### src/rtl/cbe_pkg.sv
// Package: shared widths and the decode result type for the processor bus
// error checker. Assumes a 32-bit processor address bus.
package cbe_pkg;
    localparam int ADDR_W = 32;
    localparam int REG_W  = 8;

    // One bit per fault kind, each already qualified by the transaction strobe.
    typedef struct packed {
        logic ia_wr;     // write into interrupt-acknowledge space
        logic ext_ctl;   // external-control graphics transfer
        logic flash_wr;  // forbidden write into the ROM window
    } cbe_hits_t;
endpackage

### src/rtl/cbe_err_regs.sv
// Module: cbe_err_regs
// Holds the sticky fault flags, the source marker, the fault address latch and
// the acknowledge pulse. Flags clear through a write-one-to-clear strobe, and a
// fresh detection overrides a clear in the same cycle. The address is taken
// only when no flag is pending before the edge.
module cbe_err_regs #(
    parameter int AW = cbe_pkg::ADDR_W
) (
    input  logic               clk,
    input  logic               rst_n,
    input  cbe_pkg::cbe_hits_t hits,
    input  logic [AW-1:0]      addr,
    input  logic               ack_suppress,
    input  logic               clr_valid,
    input  logic [1:0]         clr_type,
    input  logic               clr_flash,
    output logic [1:0]         type_q,
    output logic               flash_q,
    output logic               src_q,
    output logic [AW-1:0]      addr_q,
    output logic               ack_q,
    output logic               any_err
);
    logic [1:0] type_nxt;
    logic       flash_nxt;
    logic       evt;

    // Next flag values: clear by mask first, then OR in new detections.
    always_comb begin
        type_nxt  = (type_q & ~(clr_valid ? clr_type : 2'b00)) | {hits.ext_ctl, hits.ia_wr};
        flash_nxt = (flash_q & ~(clr_valid && clr_flash)) | hits.flash_wr;
        evt       = hits.ia_wr || hits.ext_ctl || hits.flash_wr;
        any_err   = (|type_q) || flash_q;
    end

    // Flag, marker, address and acknowledge registers.
    always_ff @(posedge clk) begin
        if (!rst_n) begin
            type_q  <= '0;
            flash_q <= 1'b0;
            src_q   <= 1'b1;
            addr_q  <= '0;
            ack_q   <= 1'b0;
        end else begin
            type_q  <= type_nxt;
            flash_q <= flash_nxt;
            ack_q   <= evt && !ack_suppress;
            if (evt)
                src_q <= 1'b0;
            else if (type_nxt == 2'b00 && !flash_nxt)
                src_q <= 1'b1;
            if (evt && !any_err)
                addr_q <= addr;
        end
    end


    ack_after_err_chk: assert property (@(posedge clk) disable iff (!rst_n)
        ack_q |-> $past(evt && !ack_suppress));


    flash_sticky_chk: assert property (@(posedge clk) disable iff (!rst_n)
        (flash_q && !(clr_valid && clr_flash)) |=> flash_q);


    addr_hold_chk: assert property (@(posedge clk) disable iff (!rst_n)
        any_err |=> $stable(addr_q));


    src_drop_chk: assert property (@(posedge clk) disable iff (!rst_n)
        evt |=> !src_q);
endmodule

### config.mk
export PLATFORM = sky130hd
export DESIGN_NAME = cbe_err_regs
export DESIGN_NICKNAME = d
export VERILOG_FILES = /design/src/rtl/cbe_pkg.sv /design/src/rtl/cbe_err_regs.sv
export SDC_FILE = /design/constraint.sdc
export NUM_CORES = 1
export LEC_CHECK = 0
export BUFFER_PORTS_ARGS = -buffer_cell sky130_fd_sc_hd__clkbuf_2
export CORE_ASPECT_RATIO = 0.75
export CORE_MARGIN = 3
export CORE_UTILIZATION = 44
export CTS_CLUSTER_DIAMETER = 30
export DETAILED_ROUTE_END_ITERATION = 6
export PLACE_DENSITY = 0.78
export SYNTH_ARGS = -nofsm -noshare
export SYNTH_HDL_FRONTEND = slang
export SYNTH_SLANG_ARGS = --single-unit
### constraint.sdc
create_clock -name clk -period 1.45 [get_ports clk]
set_input_delay 0.145 -clock clk [delete_from_list [all_inputs] [get_ports clk]]
set_output_delay 0.145 -clock clk [all_outputs]
set_load 0.05 [all_outputs]
== Word-level counts from Yosys, hierarchy flattened ==
Cells that the tools add are included.

* Flip-flop bits (word level): 37
* Input port bits: 42
* Output and inout bits: 38
* Logic and storage cells: 27

* Muxes and demuxes: 3
* Bitwise gates (word level): 6
* Reduce and logical (&&, ||, !) cells: 13

{| class="wikitable"
|+ Operator list
! cell !! number
|-
| 1-bit logical AND || 4
|-
| 1-bit logical NOT || 3
|-
| 1-bit logical OR || 3
|-
| 2-bit bitwise AND || 1
|-
| 2-bit logical NOT || 1
|-
| 1-bit 2-to-1 mux || 2
|-
| 2-bit 2-to-1 mux || 1
|-
| 2-bit NOT || 1
|-
| 2-bit bitwise OR || 1
|-
| 2-bit nonzero test || 1
|-
| 2-bit OR reduction || 1
|-
| 1-bit bitwise AND || 1
|-
| 1-bit NOT || 1
|-
| 1-bit bitwise OR || 1
|}

== Longest topological paths before layout ==
Gate-level depths: netlist (run 1).

* Word-level depth: 8
* Mapped depth: 5
* Gate-level depth less buffers: 3

== Worst setup path after synthesis (run 1) ==
No wires, ideal clock.

* Path type: flip-flop to flip-flop
* Start: register type_q[1]
* End: register addr_q[0]
* Library setup time: 0.072 ns
* Arrival: 1.580 ns
* Data required time: 1.378 ns
* Path slack: -0.201 ns
* Cell stages (with the launch flop): 5
* Path buffers: 1
* Period minus slack after synthesis: 1.651 ns
* Cell sequence: dfxtp_1 > or3_4 > nor2_8 > buf_12 > mux2i_1

* Longest elaborated chain between the ends: 4

{| class="wikitable"
|+ RTL lines
! what !! line !! RTL
|-
| start, declared || cbe_err_regs.sv:17 || <nowiki>output logic [1:0] type_q,</nowiki>
|-
| start signal, assigned || cbe_err_regs.sv:45 || <nowiki>type_q <= type_nxt;</nowiki>
|-
| 2-bit OR reduction || cbe_err_regs.sv:33 || <nowiki>any_err = (|type_q) || flash_q;</nowiki>
|-
| 1-bit logical OR || cbe_err_regs.sv:33 ||
|-
| via any_err || cbe_err_regs.sv:22 || <nowiki>output logic any_err</nowiki>
|-
| 1-bit logical NOT || cbe_err_regs.sv:52 || <nowiki>if (evt && !any_err)</nowiki>
|-
| 1-bit logical AND || cbe_err_regs.sv:52 ||
|-
| end signal, assigned || cbe_err_regs.sv:53 || <nowiki>addr_q <= addr;</nowiki>
|-
| end, declared || cbe_err_regs.sv:20 || <nowiki>output logic [AW-1:0] addr_q,</nowiki>
|}

The timed path passes the listed nets, and every way through them passes these cells.
A chain may end at the register's enable or synchronous reset.

== Worst setup path in the final report (run 1) ==
* Start: register type_q[0]
* End: output port any_err

* Longest elaborated chain between the ends: 2

{| class="wikitable"
|+ RTL lines
! what !! line
|-
| 2-bit OR reduction || cbe_err_regs.sv:33
|-
| 1-bit logical OR || cbe_err_regs.sv:33
|-
| end, declared || cbe_err_regs.sv:22
|}

No other way between the ends.

==> results_dict.tcl, run 1 <==
set metrics [dict create \
    final_max_slew_viol_count 0 \
    grt_max_degree 39 \
    clock_sinks 37 \
    wl_mm 3.21 \
    synth_mux_area_share_pct 20.9 \
    ant_nets 0 \
    worstPathRequired_ns 1.31 \
    initial_utilization_pct 49.1 \
    startpoint_type "register" \
    final-hold-violation-count 0 \
    grt_pass1_vias 1177 \
    dp_hpwl_mm 2.37 \
    max_slew_margin_pct 77.4 \
    ff_latch_area_um2 749 \
    syn_inst 163 \
    synth_seq_cells 37 \
    clk_root_buffer_cell "clkbuf_8" \
    clock_latency_ns 0.28 \
    tightestPinTransition_ns 0.338 \
    worst-path-max-fanout 3 \
    area_delta_synth_final_pct 32.2 \
    synthDistinctLibCells 21 \
    synthesis.area_um2 1540 \
    timing.hold.ws_ns 0.0250 \
    layout.nets 284 \
    synth_area_leader_cell "dfxtp_1" \
    row_count 17 \
    fin_crit_ns 1.40 \
    rsz0062_at_grt "no" \
    vdd_drop_max_v 0.000625 \
    timing.final.ws_setup_ns 0.0506 \
    preCtsSetupSlack_ns 0.0981 \
    critPathArrivalTime_ns 1.25 \
    postLayoutCoreUtil_pct 64.9 \
    wire_per_inst_um 11.5 \
    end_kind "output pin" \
    yosys_warnings 0 \
    cpPeakStageDelay_ns 0.42 \
    drv_cap 0 \
    crit_chain "or3_4 -> buf_4" \
    htreeDepth 2 \
    die-area_um2 4240 \
    synth_top_family_by_area "simple AND/OR/NAND/NOR gates" \
    grt_pass1_wl_mm 5.17 \
    finClkSkew_ns 0.00877 \
    portBuffers 79 \
    synth-seq-area-share_pct 48.2 \
    crit_type "reg -> out" \
    overflow 0 \
    syn-num-nets 205 \
    antenna_found_initial 0 \
    synth_xor_area_share_pct 0 \
    clk_pin_slew_ns 0.07 \
    multiInputGateArea_um2 698 \
    grt_usage_pct 15.9 \
    fmax_mhz 715 \
    drtIter0Drc 73 \
    critPathSlowestCell "or3_4" \
    tns_ns 0 \
    synthTopCellsByArea "dfxtp_1, mux2i_1, nand2_1" \
    placed_cells 273 \
    vias 1289 \
    status "complete, no violations" \
    fin_crit_sh_pct 96.5 \
    cts_tree "yes" \
    synth_adder_area_share_pct 0 \
    n_fill_cell 281 \
    boundaryPins 80 \
    n_antenna_cell 0 \
    design_area_um2 2030 \
    hold_path_class "in -> reg" \
    die_w_um 74.2 \
    cts_buffers 5 \
    power.leakage_nw 0.999 \
    yosys.area_share.simple_pct 21.9 \
    p_total_mw 2.44 \
    die_h_um 57.2 \
    cts_max_path_buffers 2 \
    coreArea_um2 3130 \
    setup_viol 0 \
    syn_area_per_cell_um2 9.42 \
    final_layout_size_suffix_gt1_share_pct 39.3 \
    post_cts_buffers 0 \
    viasPerCell 4.60 \
    place_congestion 0.823 \
    route.detailed.drc 0 \
    dr.pass1.iters 4 \
    p_per_area_nw_per_um2 1200 \
    place_area_um2 1950 \
    synth-compound-area-share_pct 2.69 \
    final_cells 280 \
    yosysTopAreaCellShare_pct 48.2 \
]
report_power, final:
group	internal, mW	total (mW)	switching (mW)
registers	1.09	1.14	0.0420
clock network	0.326	0.658	0.332
logic	0.202	0.646	0.444
cell usage in the layout (no fill, tap or decap), types with 2 or more instances in the layout:
master	synthesis	final
dfxtp_4	0	2
clkbuf_2	0	78
a21oi_1	2	2
buf_12	3	2
mux2i_1	32	32
nor2b_1	2	2
clkbuf_8	0	5
dfxtp_1	37	34
nand2_1	67	67
buf_4	0	3
synthesized netlist by cell type:
cell type / instances
o21a_1: 1
nand2b_1: 1
or3_4: 1
nor3_4: 1
a21boi_0: 1
mux2i_1: 32
o221ai_1: 1
clkbuf_1: 5
buf_2: 2
or2b_1: 1
inv_1: 1
nor3b_1: 1
buf_1: 1
nor2b_1: 2
o211ai_1: 1
dfxtp_1: 37
nor2_1: 1
nand2_1: 67
nor2_8: 1
a21oi_1: 2
buf_12: 3
path summary, 6_finish.rpt:
path         depth (start not counted)         start  slack (ns)          to
min                                  2  ack_suppress        0.02       ack_q
min reg2reg                          2    addr_q[14]        0.46  addr_q[14]
max                                  2     type_q[0]        0.05     any_err
max reg2reg                          4     type_q[0]        0.08  addr_q[21]
per-layer routing:
metal,track usage (%),up-vias,wire (µm)
met4,5.43,0,17
li1,-,684,-
met3,9.33,4,386
met1,20.0,548,1470
met2,22.5,53,1330
met5,0,-,0
timing repair:
action | CTS | global route
hold buffers | 0 | 0
endpoints found under the setup margin | 1 | 1
gates resized for setup | 1 | 1
critical path, delay by kind of cell, from the launching register on:
| family | cells | cell delay [ns] |
|---|---|---|
| AND/OR/NAND/NOR | 1 | 0.42 |
| flip-flops | 1 | 0.35 |
| buffers and inverters | 1 | 0.21 |
sequential cells by signal, summed over array words and instances, names as in the netlist:
register	count
addr_q	32
type_q	2
ack_q	1
flash_q	1
src_q	1
logic make-up (layout without fill, tap and decap cells):
logic type,count (synthesis),in the layout
AND/OR/NAND/NOR,76,76
flip-flops,37,37
multiplexers,32,32
buffers and inverters,12,91
AO/OA/AOI/OAI,6,6
layout make-up:
cell class	count	share of cell area [%]
clock inverters	1	0.247
inverters	1	0.185
multi-input cells	114	34.4
clock buffers	6	3.58
repair buffers	83	22.3
flip-flops and latches	37	36.9
well taps	38	2.34
No activity file was read; power rests on OpenSTA's default activity.
==> inputs of run 2 (changes only) <==
--- a/config.mk
+++ b/config.mk
@@ -12,6 +12,7 @@
 export CTS_CLUSTER_DIAMETER = 30
 export DETAILED_ROUTE_END_ITERATION = 6
 export PLACE_DENSITY = 0.78
+export RECOVER_POWER = 50
 export SYNTH_ARGS = -nofsm -noshare
 export SYNTH_HDL_FRONTEND = slang
 export SYNTH_SLANG_ARGS = --single-unit
==> run 2 against run 1 <==
Compared with the run above:
- sequential share of layout area increased by 0.67 points
- setup slack improved by 0.0080 ns
- sequential power about the same
- first-iteration DRC count decreased by 45%
- worst hold slack about the same
- final cell count unchanged
- critical path type unchanged
- critical endpoint unchanged
- highest routed layer unchanged
==> results_dict.tcl, run 2 (same netlist as run 1, synthesis figures left out) <==
set metrics [dict create \
    status "complete, no violations" \
    n_antenna_cell 0 \
    htreeDepth 2 \
    largest_reg_flops 32 \
    initial_utilization_pct 49.1 \
    r2r_end "addr_q[21]" \
    hold_path_class "in -> reg" \
    startpoint_type "register" \
    vdd_drop_max_v 0.000618 \
    worst-path-max-fanout 5 \
    postLayoutCoreUtil_pct 63.4 \
    timing.rr.start "type_q[1]" \
    crit_type "reg -> out" \
    power_frac_clock_pct 27.1 \
    cts_resized 1 \
    setup_viol 0 \
    cts_buffers 5 \
    viasPerCell 4.63 \
    cts_tree "yes" \
    clock_sinks 37 \
    finClkSkew_ns 0.00804 \
    grt_pass1_vias 1177 \
    layout_commonest_cell "nand2_1" \
    post_cts_buffers 0 \
    vias 1296 \
    n_fill_cell 304 \
    cpPeakStageDelay_ns 0.40 \
    layout.nets 284 \
    fin_crit_sh_pct 96.0 \
    ant_nets 0 \
    final_layout_size_suffix_gt1_share_pct 25.6 \
    clk_root_buffer_cell "clkbuf_8" \
    die_w_um 74.2 \
    final_cell_mix "nand2_1, clkbuf_2, dfxtp_1, clkbuf_1, mux2i_1" \
    dp_hpwl_mm 2.37 \
    boundaryPins 80 \
    combPwrFrac_pct 25.9 \
    fin_crit_ns 1.39 \
    cts_max_path_buffers 2 \
    drtIter0Drc 40 \
    p_per_area_nw_per_um2 1220 \
    sw_frac_of_total_pct 33.7 \
    place_congestion 0.823 \
    rr_worst_depth 4 \
    coreArea_um2 3130 \
    critPathArrivalTime_ns 1.25 \
    power_frac_seq_pct 46.9 \
    rsz0062_at_grt "no" \
    route.detailed.drc 0 \
    max_slew_margin_pct 57.4 \
    grt_max_degree 39 \
    worstPathRequired_ns 1.31 \
    final-hold-violation-count 0 \
    area_delta_synth_final_pct 29.2 \
    wire_per_inst_um 11.6 \
    place_area_um2 1950 \
    wl_mm 3.24 \
    clk_pin_slew_ns 0.07 \
    portBuffers 79 \
    antenna_found_initial 0 \
    timing.hold.ws_ns 0.0246 \
    p_total_mw 2.42 \
    whs_endpoint "ack_q" \
    fmax_mhz 719 \
    internal_power_mw 1.60 \
    grt_usage_pct 15.9 \
    dr.pass1.iters 4 \
    min_path_cells 2 \
    rrSetupSlack_ns 0.09 \
    tns_ns 0 \
    clock_latency_ns 0.28 \
    power.switching_uw 816 \
    final_max_slew_viol_count 0 \
    tightestPinTransition_ns 0.639 \
    cts_hold_buf 0 \
    top_regs "addr_q (32), type_q (2)" \
    crit_chain "or3_4 -> buf_4" \
    power.leakage_nw 0.891 \
    design_area_um2 1980 \
    overflow 0 \
    top_register "addr_q" \
    grt_pass1_wl_mm 5.17 \
    die_h_um 57.2 \
    row_count 17 \
    critPathSlowestCell "or3_4" \
    end_kind "output pin" \
    drv_cap 0 \
    hold_start "ack_suppress" \
    die-area_um2 4240 \
]
run 2: cell types whose count changed in the layout (fill, tap and decap cells not counted):
cell and delta:
buf_4 -1, clkbuf_2 -31, dfxtp_4 -1, clkbuf_1 +32, dfxtp_1 +1
run 2: critical path: cells and delay by family (launching register included):
kind | cells | cell delay (ns)
flops | 1 | 0.36
simple gates | 1 | 0.40
buf+inv | 1 | 0.21
run 2: power by group through the flow:
stage / clock (mW) / sequential, mW / combinational [mW]
3_5_place_dp: 0 / 1.16 / 0.649
2_1_floorplan: 0 / 1.42 / 0.229
6_report: 0.657 / 1.14 / 0.628
3_3_place_gp: 0 / 1.16 / 0.643
4_1_cts: 0.676 / 1.14 / 0.652
5_1_grt: 0.727 / 1.14 / 0.670
run 2: layout make-up:
class	instances	area [µm²]	area share, %
inverter	1	3.75	0.189
clock inverter	1	5.00	0.252
timing repair buffer	83	410	20.7
multi-input combinational	114	698	35.2
clock buffer	6	72.6	3.66
tap	38	47.5	2.40
sequential	37	746	37.6
run 2: routing by layer:
layer | vias to the layer above | global-route usage (%) | wire length [µm]
met4 | 0 | 5.43 | 17
li1 | 682 | - | -
met1 | 556 | 20.0 | 1470
met5 | - | 0 | 0
met3 | 4 | 9.33 | 394
met2 | 54 | 22.5 | 1360
run 2: how the worst max path moves through the flow:
stage / start / endpoint / slack, ns / cells after the start
CTS: type_q[0] / any_err / 0.01 / 2
global route: type_q[1] / any_err / 0.02 / 2
detailed placement: type_q[0] / addr_q[21] / 0.1 / 4
floorplan: type_q[0] / addr_q[0] / -0.03 / 4
global placement: type_q[0] / addr_q[26] / 0.15 / 4
finish: type_q[1] / any_err / 0.06 / 2
run 2: per-stage QoR:
| step | setup WS, ns | cells |
|---|---|---|
| after floorplan | -0.0264 | 163 |
| after global placement | 0.155 | 273 |
| after detailed placement | 0.0981 | 273 |
| after CTS | 0.0146 | 280 |
| after global routing | 0.0227 | 280 |
| final | 0.0586 | 280 |
==> inputs of run 3 (changes only) <==
--- a/config.mk
+++ b/config.mk
@@ -11,7 +11,7 @@
 export CORE_UTILIZATION = 44
 export CTS_CLUSTER_DIAMETER = 30
 export DETAILED_ROUTE_END_ITERATION = 6
-export PLACE_DENSITY = 0.78
+export PLACE_DENSITY = 0.88
 export RECOVER_POWER = 50
 export SYNTH_ARGS = -nofsm -noshare
 export SYNTH_HDL_FRONTEND = slang
==> constraint.sdc (replaced) <==
create_clock -name clk -period 1.45 [get_ports clk]
set_input_delay 0.2175 -clock clk [delete_from_list [all_inputs] [get_ports clk]]
set_output_delay 0.2175 -clock clk [all_outputs]
set_load 0.05 [all_outputs]
==> run 3 against run 2 <==
Compared with the run above:
- the flow now finishes with violations (negative setup slack)
- die area is the same
- sequential cell count is the same
- critical path type unchanged
- setup slack lost 0.067 ns
- highest routed layer unchanged
- first-iteration DRC count grew 23%
- cell area grew 2.9%
- largest cell class unchanged
==> results_dict.tcl, run 3 (same netlist as run 1, synthesis figures left out) <==
set metrics [dict create \
    status "complete, but fails checks" \
    violations "negative setup slack" \
    startpoint_type "register" \
    row_count 17 \
    drtIter0Drc 49 \
    viasPerCell 4.69 \
    final-hold-violation-count 0 \
    worst-path-max-fanout 2 \
    largest_reg_flops 32 \
    end_kind "output pin" \
    layout.nets 284 \
    clk_root_buffer_cell "clkbuf_8" \
    die-area_um2 4240 \
    cpPeakStageDelay_ns 0.43 \
    hold_path_class "in -> reg" \
    top_register "addr_q" \
    critPathSlowestCell "or3_4" \
    ff_latch_area_um2 746 \
    wire_per_inst_um 11.7 \
    n_antenna_cell 0 \
    clock_latency_ns 0.29 \
    coreArea_um2 3130 \
    max_slew_margin_pct 30.2 \
    n_fill_cell 270 \
    preCtsSetupSlack_ns 0.0750 \
    dp_hpwl_mm 2.49 \
    boundaryPins 80 \
    rsz0062_at_grt "yes" \
    final_cell_mix "nand2_1, clkbuf_2, dfxtp_1, mux2i_1, clkbuf_1" \
    vdd_drop_max_v 0.000557 \
    grt_max_degree 70 \
    overflow 0 \
    clk_pin_slew_ns 0.07 \
    top_regs "addr_q (32), type_q (2)" \
    wl_mm 3.29 \
    fmax_mhz 686 \
    grt_pass1_wl_mm 5.26 \
    route.detailed.drc 0 \
    die_w_um 74.2 \
    crit_chain "or3_4 -> clkbuf_16" \
    cts_buffers 5 \
    initial_utilization_pct 49.1 \
    cts_max_path_buffers 2 \
    die_h_um 57.2 \
    postLayoutCoreUtil_pct 65.3 \
    final_max_slew_viol_count 0 \
    grt_usage_pct 16.5 \
    clock_sinks 37 \
    cts_tree "yes" \
    multiInputGateArea_um2 698 \
    place_congestion 0.743 \
    area_delta_synth_final_pct 32.9 \
    dr.pass1.iters 4 \
    grt_pass1_vias 1169 \
    crit_type "reg -> out" \
    fin_crit_sh_pct 101 \
    ant_nets 0 \
    final_layout_size_suffix_gt1_share_pct 31.7 \
    vias 1317 \
    antenna_found_initial 0 \
    p_total_mw 2.57 \
    htreeDepth 2 \
    fin_crit_ns 1.46 \
    layout_commonest_cell "nand2_1" \
    worstPathRequired_ns 1.23 \
    drv_cap 0 \
    portBuffers 79 \
    p_per_area_nw_per_um2 1260 \
    finClkSkew_ns 0.00576 \
    timing.final.ws_setup_ns -0.00793 \
    power.leakage_nw 0.956 \
    critPathArrivalTime_ns 1.24 \
    setup_viol 1 \
    tightestPinTransition_ns 1.05 \
]
-- run 3: cell types whose count changed in the layout (fill, tap and decap cells not counted) --
cell | before | now
buf_2 | 0 | 1
buf_4 | 2 | 1
clkbuf_2 | 47 | 59
clkbuf_1 | 33 | 18
clkbuf_8 | 5 | 7
clkbuf_16 | 0 | 1
buf_1 | 0 | 1
-- run 3: per-layer routing --
layer / vias up / wire length, µm / part of all wire (%) / GRT usage (%)
met5: - / 0 / 0 / 0
met3: 7 / 342 / 10 / 6.51
met2: 54 / 1460 / 44 / 25.6
li1: 687 / - / - / -
met1: 569 / 1440 / 44 / 20.0
met4: 0 / 56 / 1.7 / 7.75
-- run 3: metrics by stage --
step	hold slack, ns	setup TNS (ns)	instances	instance area (µm²)
floorplan	0.294	-0.793	163	1540
global placement	0.386	0	272	1950
detailed placement	0.386	0	272	1950
CTS	0.0850	-0.0137	281	2080
global route	0.0884	-0.0391	281	2040
finish	0.101	-0.00793	281	2040
-- run 3: report_power, final --
| part | internal [mW] | switching, mW | total, mW |
|---|---|---|---|
| clock network | 0.429 | 0.354 | 0.783 |
| logic | 0.200 | 0.447 | 0.647 |
| registers | 1.09 | 0.0427 | 1.14 |
| total | 1.72 | 0.844 | 2.57 |
-- run 3: final timing paths --
check / slack, ns / start / end / cells past startpoint
worst max-delay path: -0.008 / type_q[1] / any_err / 2
worst min-delay path: 0.10 / ack_suppress / ack_q / 2
worst max register to register: 0.08 / type_q[1] / addr_q[17] / 4
worst min register to register: 0.46 / addr_q[16] / addr_q[16] / 2
-- run 3: cell type report --
class / instances / area share, %
sequential: 37 / 36.5
multi-input combinational: 114 / 34.2
timing repair buffer: 83 / 21.8
clock buffer: 7 / 4.72
tap: 38 / 2.33
clock inverter: 1 / 0.245
inverter: 1 / 0.184
-- run 3: worst max-delay path: cells and delay by family (launching register included) --
| family | cells | cell delay (ns) |
|---|---|---|
| DFF | 1 | 0.34 |
| buffers and inverters | 1 | 0.19 |
| and+or+nand+nor | 1 | 0.43 |
-- run 3: what timing repair did --
item                                    CTS  global route
buffers inserted                          1             0
gates resized for setup                   3             0
endpoints found under the setup margin    1             1
pin swaps                                 1             0
hold buffers                              0             0
endpoints found under the hold margin     0             0
gates cloned                              0             0
